File: src/rtl/nlp_pkg.sv
// Shared sizes for the nibble link port.
package nlp_pkg;
    localparam int unsigned NIB_W       = 4;
    localparam int unsigned NIBS_NARROW = 8;
    localparam int unsigned NIBS_WIDE   = 12;
    localparam int unsigned WORD_W      = NIB_W * NIBS_WIDE;
    localparam int unsigned CNT_W       = $clog2(NIBS_WIDE + 1);
endpackage

File: src/rtl/nlp_tx.sv
// Transmit half: a holding register that the local side writes, and a shift
// register that sends one nibble per strobe toggle, low nibble first.
// Assumes cfg_wide is changed only while the link is idle. A word already
// being shifted out always finishes, even if the role changes.
module nlp_tx
    import nlp_pkg::*;
(
    input  logic              clk,
    input  logic              rst_n,
    input  logic              en,
    input  logic              wide,
    input  logic              wr_i,
    input  logic [WORD_W-1:0] data_i,
    output logic              full_o,
    output logic [NIB_W-1:0]  dat_o,
    output logic              strb_o,
    input  logic              ack_i
);
    logic [WORD_W-1:0] hold_q, sh_q;
    logic              hold_full_q, strb_q;
    logic [CNT_W-1:0]  cnt_q, nibs;
    logic [NIB_W-1:0]  dat_q;
    logic              load;

    // nibble count per word for the selected width
    assign nibs = wide ? CNT_W'(NIBS_WIDE) : CNT_W'(NIBS_NARROW);
    // start a word only at a boundary with data waiting and the far end ready
    assign load = en && hold_full_q && (cnt_q == '0) && ack_i;

    // holding register: accept a write only while empty
    always_ff @(posedge clk) begin
        if (!rst_n) begin
            hold_q      <= '0;
            hold_full_q <= 1'b0;
        end else if (load) begin
            hold_full_q <= 1'b0;
        end else if (en && wr_i && !hold_full_q) begin
            hold_q      <= data_i;
            hold_full_q <= 1'b1;
        end
    end

    // shift register and strobe: one nibble and one toggle per cycle
    always_ff @(posedge clk) begin
        if (!rst_n) begin
            sh_q   <= '0;
            cnt_q  <= '0;
            dat_q  <= '0;
            strb_q <= 1'b0;
        end else if (load) begin
            dat_q  <= hold_q[NIB_W-1:0];
            strb_q <= ~strb_q;
            sh_q   <= hold_q >> NIB_W;
            cnt_q  <= nibs - CNT_W'(1);
        end else if (cnt_q != '0) begin
            dat_q  <= sh_q[NIB_W-1:0];
            strb_q <= ~strb_q;
            sh_q   <= sh_q >> NIB_W;
            cnt_q  <= cnt_q - CNT_W'(1);
        end
    end

    assign full_o = hold_full_q;
    assign dat_o  = dat_q;
    assign strb_o = strb_q;

    // at an idle boundary without acknowledge the strobe does not move
    a_r7_idle_without_ack: assert property (@(posedge clk) disable iff (!rst_n)
        (cnt_q == '0 && !ack_i) |=> $stable(strb_q));
    // every nibble still pending produces a strobe toggle
    a_r2_toggle_while_busy: assert property (@(posedge clk) disable iff (!rst_n)
        (cnt_q != '0) |=> (strb_q != $past(strb_q)));
    // a full holding register keeps its contents
    a_r6_hold_kept: assert property (@(posedge clk) disable iff (!rst_n)
        hold_full_q |=> $stable(hold_q));
endmodule

File: src/rtl/nlp_rx.sv
// Receive half: detects each strobe toggle and places the nibble at its slot
// in a shift register. A finished word moves on to a holding register that
// the local side reads. Assumes the strobe comes from the same clock domain.
module nlp_rx
    import nlp_pkg::*;
(
    input  logic              clk,
    input  logic              rst_n,
    input  logic              en,
    input  logic              wide,
    input  logic [NIB_W-1:0]  dat_i,
    input  logic              strb_i,
    output logic              ack_o,
    input  logic              rd_i,
    output logic [WORD_W-1:0] data_o,
    output logic              full_o
);
    logic [WORD_W-1:0] sh_q, sh_nx, hold_q;
    logic              sh_full_q, hold_full_q, strb_q;
    logic [CNT_W-1:0]  cnt_q, nibs;
    logic              edge_seen, done, take, hold_avail;

    assign nibs       = wide ? CNT_W'(NIBS_WIDE) : CNT_W'(NIBS_NARROW);
    assign edge_seen  = en && (strb_i != strb_q);
    assign done       = edge_seen && (cnt_q == nibs - CNT_W'(1));
    assign take       = rd_i && hold_full_q;
    assign hold_avail = !hold_full_q || take;

    // next shift contents: clear at the start of a word, then place the nibble
    always_comb begin
        sh_nx = (cnt_q == '0) ? '0 : sh_q;
        sh_nx[int'(cnt_q) * NIB_W +: NIB_W] = dat_i;
    end

    // strobe history and nibble assembly
    always_ff @(posedge clk) begin
        if (!rst_n) begin
            strb_q <= 1'b0;
            sh_q   <= '0;
            cnt_q  <= '0;
        end else begin
            strb_q <= strb_i;
            if (edge_seen) begin
                sh_q  <= sh_nx;
                cnt_q <= done ? '0 : cnt_q + CNT_W'(1);
            end
        end
    end

    // pass finished words from the shift stage to the holding stage
    always_ff @(posedge clk) begin
        if (!rst_n) begin
            hold_q      <= '0;
            hold_full_q <= 1'b0;
            sh_full_q   <= 1'b0;
        end else if (sh_full_q && hold_avail) begin
            hold_q      <= sh_q;
            hold_full_q <= 1'b1;
            sh_full_q   <= 1'b0;
        end else if (done && hold_avail) begin
            hold_q      <= sh_nx;
            hold_full_q <= 1'b1;
        end else if (done) begin
            sh_full_q   <= 1'b1;
        end else if (take) begin
            hold_full_q <= 1'b0;
        end
    end

    // hold acknowledge low while the holding stage is full and a word is in the shift stage
    assign ack_o  = en && !(hold_full_q && (sh_full_q || cnt_q != '0));
    assign data_o = hold_q;
    assign full_o = hold_full_q;

    // a word never completes into an occupied shift stage
    a_r8_no_overflow: assert property (@(posedge clk) disable iff (!rst_n)
        done |-> !sh_full_q);
    // an unread holding register keeps its word
    a_r8_hold_kept: assert property (@(posedge clk) disable iff (!rst_n)
        (hold_full_q && !rd_i) |=> (hold_full_q && $stable(hold_q)));
endmodule

File: src/rtl/nib_link_port.sv
// Link port top: a transmit half and a receive half. The role input
// enables exactly one of them.
module nib_link_port
    import nlp_pkg::*;
(
    input  logic              clk,
    input  logic              rst_n,
    input  logic              cfg_tx,
    input  logic              cfg_wide,
    input  logic              tx_wr_i,
    input  logic [WORD_W-1:0] tx_data_i,
    output logic              tx_full_o,
    output logic [NIB_W-1:0]  lnk_dat_o,
    output logic              lnk_clk_o,
    input  logic              lnk_ack_i,
    input  logic [NIB_W-1:0]  lnk_dat_i,
    input  logic              lnk_clk_i,
    output logic              lnk_ack_o,
    input  logic              rx_rd_i,
    output logic [WORD_W-1:0] rx_data_o,
    output logic              rx_full_o
);
    nlp_tx u_tx (
        .clk(clk), .rst_n(rst_n), .en(cfg_tx), .wide(cfg_wide),
        .wr_i(tx_wr_i), .data_i(tx_data_i), .full_o(tx_full_o),
        .dat_o(lnk_dat_o), .strb_o(lnk_clk_o), .ack_i(lnk_ack_i)
    );

    nlp_rx u_rx (
        .clk(clk), .rst_n(rst_n), .en(!cfg_tx), .wide(cfg_wide),
        .dat_i(lnk_dat_i), .strb_i(lnk_clk_i), .ack_o(lnk_ack_o),
        .rd_i(rx_rd_i), .data_o(rx_data_o), .full_o(rx_full_o)
    );

    // a transmit-role port never acknowledges
    a_r9_no_ack_in_tx: assert property (@(posedge clk) disable iff (!rst_n)
        cfg_tx |-> !lnk_ack_o);
endmodule

File: config.mk
export PLATFORM = sky130hd
export DESIGN_NAME = nib_link_port
export DESIGN_NICKNAME = d
export VERILOG_FILES = /design/src/rtl/nlp_pkg.sv /design/src/rtl/nlp_tx.sv /design/src/rtl/nlp_rx.sv /design/src/rtl/nib_link_port.sv
export SDC_FILE = /design/constraint.sdc
export NUM_CORES = 1
export LEC_CHECK = 0
export ABC_AREA = 1
export ABC_CLOCK_PERIOD_IN_PS = 5400
export BUFFER_PORTS_ARGS = -buffer_cell sky130_fd_sc_hd__buf_2
export CORE_MARGIN = 2
export CORE_UTILIZATION = 40
export DETAILED_ROUTE_END_ITERATION = 6
export PLACE_DENSITY_LB_ADDON = 0.12
export SLEW_MARGIN = 5
export SYNTH_ARGS = -nofsm -noshare
export SYNTH_HDL_FRONTEND = slang
export SYNTH_HIERARCHICAL = 1
export SYNTH_SLANG_ARGS = --single-unit
File: constraint.sdc
create_clock -name clk -period 5.4 [get_ports clk]
set_input_delay 0 -clock clk [delete_from_list [all_inputs] [get_ports clk]]
set_output_delay 0 -clock clk [all_outputs]
set_load 0.02 [all_outputs]
* After elaboration in Yosys (flattened, before gate mapping) *
Cells that the tools add are included.

storage, ports and cells
  output and inout port bits = 56
  register bits after elaboration = 205
  bits of input ports = 60

operators by class
  equal/unequal tests = 3
  reductions and logical operators = 30
  shift operators = 2
  $add $sub $neg = 4
  bitwise gates (word level) = 4
  muxes and demuxes = 18

operators by type and width
  cell                                                                      number
  48-bit 2-to-1 mux                                                         3
  44-bit 2-to-1 mux                                                         2
  48-bit bitwise mux                                                        1
  4-bit by 34-bit variable shift with 48-bit output (first input constant)  1
  4-bit by 34-bit indexed part select with 48-bit output                    1
  6-bit negator with 34-bit output                                          1
  4-bit 2-to-1 mux                                                          5
  1-bit logical AND                                                         12
  4-bit logical NOT                                                         2
  4-bit nonzero test                                                        2
  4-bit by 1-bit subtractor with 4-bit output (second input constant)       2
  1-bit 2-to-1 mux                                                          6
  2-bit AND reduction                                                       3
  4-bit by 1-bit adder with 4-bit output (second input constant)            1
  4-bit equality test                                                       1
  1-bit logical NOT                                                         4
  1-bit NOT                                                                 4
  2-bit nonzero test                                                        2
  2-bit OR reduction                                                        2
  3-bit 2-to-1 mux                                                          1
  3-bit != test (second input constant)                                     1
  3-bit nonzero test                                                        1
  1-bit logical OR                                                          2
  1-bit != test                                                             1

* Longest topological paths before layout *
  depth after elaboration = 7
  gate-level depth with buffers = 14
  mapped depth without buffers = 11

* Cells and area by module *
The synthesis kept the hierarchy.

by module, submodules not included
  module         instances  area an instance (um2)  cells an instance
  nlp_rx         1          5462.7                  835
  nlp_tx         1          4194.0                  589
  nib_link_port  1          3.8                     1

* Worst setup path after synthesis *
No wires, ideal clock.

  path type = register to register
  start point = reg u_rx.cnt_q[0]
  end point = reg u_rx.hold_q[44], in the netlist u_rx/data_o[44]
  arrival time = 2.151 ns
  setup time = 0.132 ns
  cell stages (with the launch flop) = 14
  buffers on the path = 3
  period minus slack after synthesis = 2.283 ns
  path slack = 3.117 ns
  cells stage by stage = dfxtp_1 clkbuf_1 inv_1 buf_2 ha_1 buf_2 clkinv_1 nand4_1 nor2_2 nand2_1 nand2_1 nand3_1 nand2_1 a21oi_1

between the ends
  cells in the longest elaborated chain, start to end = 5

ends and longest elaborated chain
  what                                                                                  line                        text
  from (decl)                                                                           nlp_rx.sv:20                logic [CNT_W-1:0] cnt_q, nibs;
  from (signal assigned)                                                                nlp_rx.sv:45                cnt_q <= done ? '0 : cnt_q + CNT_W'(1);
  6-bit negator with 34-bit output or 4-bit logical NOT (tied branches)                 nlp_rx.sv:32, nlp_rx.sv:31
  4-bit by 34-bit indexed part select with 48-bit output, or another cell as far along  nlp_rx.sv:32                sh_nx[int'(cnt_q) * NIB_W +: NIB_W] = dat_i;
  48-bit bitwise mux                                                                    nlp_rx.sv:32
  48-bit 2-to-1 mux                                                                     nlp_rx.sv:60                end else if (done && hold_avail) begin
  48-bit 2-to-1 mux                                                                     nlp_rx.sv:56                end else if (sh_full_q && hold_avail) begin
  to (signal assigned)                                                                  nlp_rx.sv:57                hold_q <= sh_q;
  to (signal assigned)                                                                  nlp_rx.sv:61                hold_q <= sh_nx;
  to (decl)                                                                             nlp_rx.sv:18                logic [WORD_W-1:0] sh_q, sh_nx, hold_q;

Several ways; a longest one is shown, not always the timed one. The select of a mux whose other input is x is not followed.
A chain may end at the register's enable or synchronous reset.

* Final worst setup path *
  start point = reg u_rx.cnt_q[0]
  end point = out lnk_ack_o

between the ends
  cells in the longest elaborated chain, start to end = 5

ends and longest elaborated chain
  what                line                 text
  4-bit nonzero test  nlp_rx.sv:71         assign ack_o = en && !(hold_full_q && (sh_full_q || cnt_q != '0));
  1-bit logical OR    nlp_rx.sv:71
  1-bit logical AND   nlp_rx.sv:71
  1-bit logical NOT   nlp_rx.sv:71
  1-bit logical AND   nlp_rx.sv:71
  to (decl)           nib_link_port.sv:18  output logic lnk_ack_o,

Every way passes these cells.

==> summary.md <==
| Metric | Value |
|---|---|
| Global placement routability congestion | ~0.87 |
| Worst EP required | 5.40 ns |
| Post-Synthesis Cells | 1425 |
| Worst hold path class | input pin to register |
| Crit-path leading delay family | buffers and inverters |
| Fmax | 319.6 MHz |
| Placement Rows | 56 |
| Yosys warns | 6 |
| Comb pwr share | 17.3% |
| Cell Int Power | 0.002699 W |
| Clk_skew | 0.006164 ns |
| Initial Util | 40.91% |
| Clk network pwr share | around 41% |
| Via-to-Cell Ratio | a little under 5 |
| Net Switching | 0.001169 W |
| Post-synthesis sequential area ratio | roughly 42% |
| Routed length per instance | 13.94 um |
| Switching Fraction | 30.22% |
| Post-Synth XOR/XNOR Area | less than 1% |
| Die footprint | roughly 25000 sq um |
| Worst-Skew Late Latency | 0.51 ns |
| Clk slew on worst S/H paths | 0.06 ns |
| Worst vdd ir | 216.7 uV |
| Number of diodes | 0 |
| Die height | 159.4 um |
| Synth Area in Compound Gates | 14.25% |
| GRT Total Usage | 20.12% |
| Largest net degree at the start of global routing | 97 |
| Flops & latches, synth | 205 |
| # port buffers | roughly 120 |
| Crit. Startpoint | u_rx/cnt_q[0] |
| Main area contributors after synthesis | dfxtp_1 42%, nand2_1 13%, nand3_1 7.9%, nor2_1 7.1%, inv_1 6.5% |
| Post-route ant nets | 0 |
| DPL Wire Length | 15820 um |
| GR Overflow Total | 0 |
| Slew Limit Fails | 0 |
| Hold Fails Final Rpt | 0 |
| Crit share post-route | roughly 58% |
| Final Critical Period | 3.129 ns |
| Mean Syn Cell Area | 6.779 sq um |
| Share of cells above drive strength 1 | 12.15% |
| Adder-cell area share of the yosys netlist | 0.6476% |
| Final core occ | 49.10% |
| Area leader, netlist | dfxtp_1 |
| Worst Max-Slew Pin Slew | roughly 1.2 ns |
| Crit path launch type | register |
| HP Start | lnk_ack_i |
| # setup viols final | 0 |
| Initial DRC count | just under 600 |
| DP Worst Slack | 2.520 ns |
| Clock Tree Buf Depth | 3 |
| Synthesized net count | 1490 |
| DRC viols | 0 |
| CP bufs+invs | 3 |
| First-pass GRT wire length | 43240 um |
| Setup TNS | 0 ns |
| Max cap viols | 0 |
| P&R area growth vs syn | 20.01% |
| Worst path cell trace | inv_1, ha_1, nand2_2, inv_2, nand2_1, a21oi_1, buf_2 |
| Worst slew margin | a little over a fifth |
| Root Buffer | clkbuf_16 |
| Final worst setup slack | 2.271 ns |
| Yosys top cell area share | 42.48% |
| Mux cell area share after synthesis | 0% |
| Post-synthesis cell type count | 32 |
| Setup repair after global routing missed its margin | no |
| CP Max Fanout | 30 |
| Crit path DAT | 3.13 ns |
| Post-Synthesis Cell Area | around 9700 sq um |
| Outcome | completed |
| Core ar. | 23610 sq um |
| Pleak | approximately 5.6 nW |
| Simple logic cell fraction of the synthesized area | 31.17% |
| Flop pwr share | 42.2% |
| Final net count | 1604 |
| Die W | 159.4 um |
| Critical-path top delay cell | inv_2 |
| I/O Pins | 116 |
| Postcts setup bufs | 0 |
| Initial antenna violation count | 0 |
| Via count | 9245 |
| PwrDens | 333.6 nW/um^2 |
| Setup Crit Path Kind | register to output pin |
| Overall power | 0.003868 W |
| Max incr delay on CP | 0.60 ns |
| Final WL | 26140 um |
| Number of global-route vias before repair | 8616 |
| 1st-pass router iterations | 5 |
| H-tree depth | 1 |
| CTS tree | yes |
| Crit end category | output pin |
| Worst flop-to-flop path startpoint | u_rx/cnt_q[0] |
| Total CTS buffers | 24 |
| Largest family of logic cells by synthesized area | simple AND/OR/NAND/NOR gates |
| Clock sink count | 205 |
==> final timing paths <==
kind                          to  slack (ns)  cells after the start
hold / removal       u_tx/full_o        0.02                      4
hold reg to reg      u_tx/strb_o        0.45                      1
setup / recovery       lnk_ack_o        2.27                      7
setup reg to reg  u_rx/data_o[1]        2.43                      8
==> routing by layer <==
layer / up-vias / share of wire [%] / global-route usage (%)
met1: 4200 / 47 / 27.01
met4: 0 / 2.2 / 4.917
met3: 34 / 4.9 / 3.204
met5: - / 0 / 0
met2: 215 / 46 / 33.91
li1: 4796 / - / -
==> state kept, by name, summed over array words and instances (netlist names) <==
register / count
u_rx/strb_q: 1
u_tx/full_o: 1
u_tx/strb_o: 1
u_tx/dat_o: 4
u_rx/sh_full_q: 1
u_rx/cnt_q: 4
u_rx/data_o: 48
u_tx/hold_q: 48
u_rx/sh_q: 48
u_tx/sh_q: 44
u_tx/cnt_q: 4
u_rx/full_o: 1
==> cell families (layout without fill, tap and decap cells) <==
group           count (synthesis)  count (layout)
fa+ha+maj                       5               5
buf+inv                       264             395
flops                         205             205
compound gates                234             234
simple gates                  714             714
xor+xnor                        3               3
==> cell usage in the layout (no fill, tap or decap), types with 8 or more instances in the layout <==
master           n
o21ai_0         61
buf_2          114
clkbuf_16       24
a21oi_1         99
dlygate4sd3_1   55
nand4_1         17
nand3_1        152
dfxtp_1        205
o211ai_1        65
inv_1          168
nor2_1         181
nand2_1        340
nor2_2           8
==> stage by stage <==
stage          area, sq um  hold WS, ns  instances
2_1_floorplan         9661      0.09345       1425
3_5_place_dp         10270       0.2257       1777
4_1_cts              11590     0.005346       1875
3_3_place_gp         10270       0.2195       1777
5_1_grt              11590      0.03938       1875
6_report             11590      0.02410       1875
==> worst register-to-register path, stage by stage, from the launching register on <==
cell      delay [ns]
dfxtp_1         0.40
inv_1           0.31
ha_1            0.32
nand2_2         0.37
inv_2           0.60
nand4_1         0.39
o211ai_1        0.29
nand2_1         0.08
a21oi_1         0.12
==> power groups by stage <==
stage / combinational, W / clock [W] / sequential, W
5_1_grt: 0.000747 / 0.00169 / 0.00164
3_3_place_gp: 0.000643 / 0 / 0.00166
3_5_place_dp: 0.000643 / 0 / 0.00166
6_report: 0.000668 / 0.00157 / 0.00163
2_1_floorplan: 0.000521 / 0 / 0.00166
4_1_cts: 0.000675 / 0.00162 / 0.00163
==> synth_stat cells, drive strengths merged <==
| cell type | number |
|---|---|
| o21bai | 1 |
| ha | 5 |
| a211oi | 1 |
| nor2 | 193 |
| dfxtp | 205 |
| nand4 | 17 |
| nor3 | 4 |
| xor2 | 2 |
| nand3b | 1 |
| clkbuf | 45 |
| a21oi | 99 |
| buf | 43 |
| o211ai | 70 |
| inv | 175 |
| nand3 | 155 |
| o21ai | 63 |
| clkinv | 1 |
| nand2 | 344 |
| xnor2 | 1 |
==> layout make-up <==
type	count	area, sq um
flip-flops and latches	205	4104
fillers	2418	12020
clock inverters	7	73.82
inverters	176	660.6
well taps	319	399.1
repair buffers	176	1174
clock buffers	36	695.7
multi-input cells	956	4487
==> what timing repair did <==
item / 4_1_cts / 5_1_grt
endpoints found under the hold margin: 60 / 0
hold buffers: 55 / 0
resized for setup: 0 / 0
Note: power is estimated with default switching activity, not from simulation.
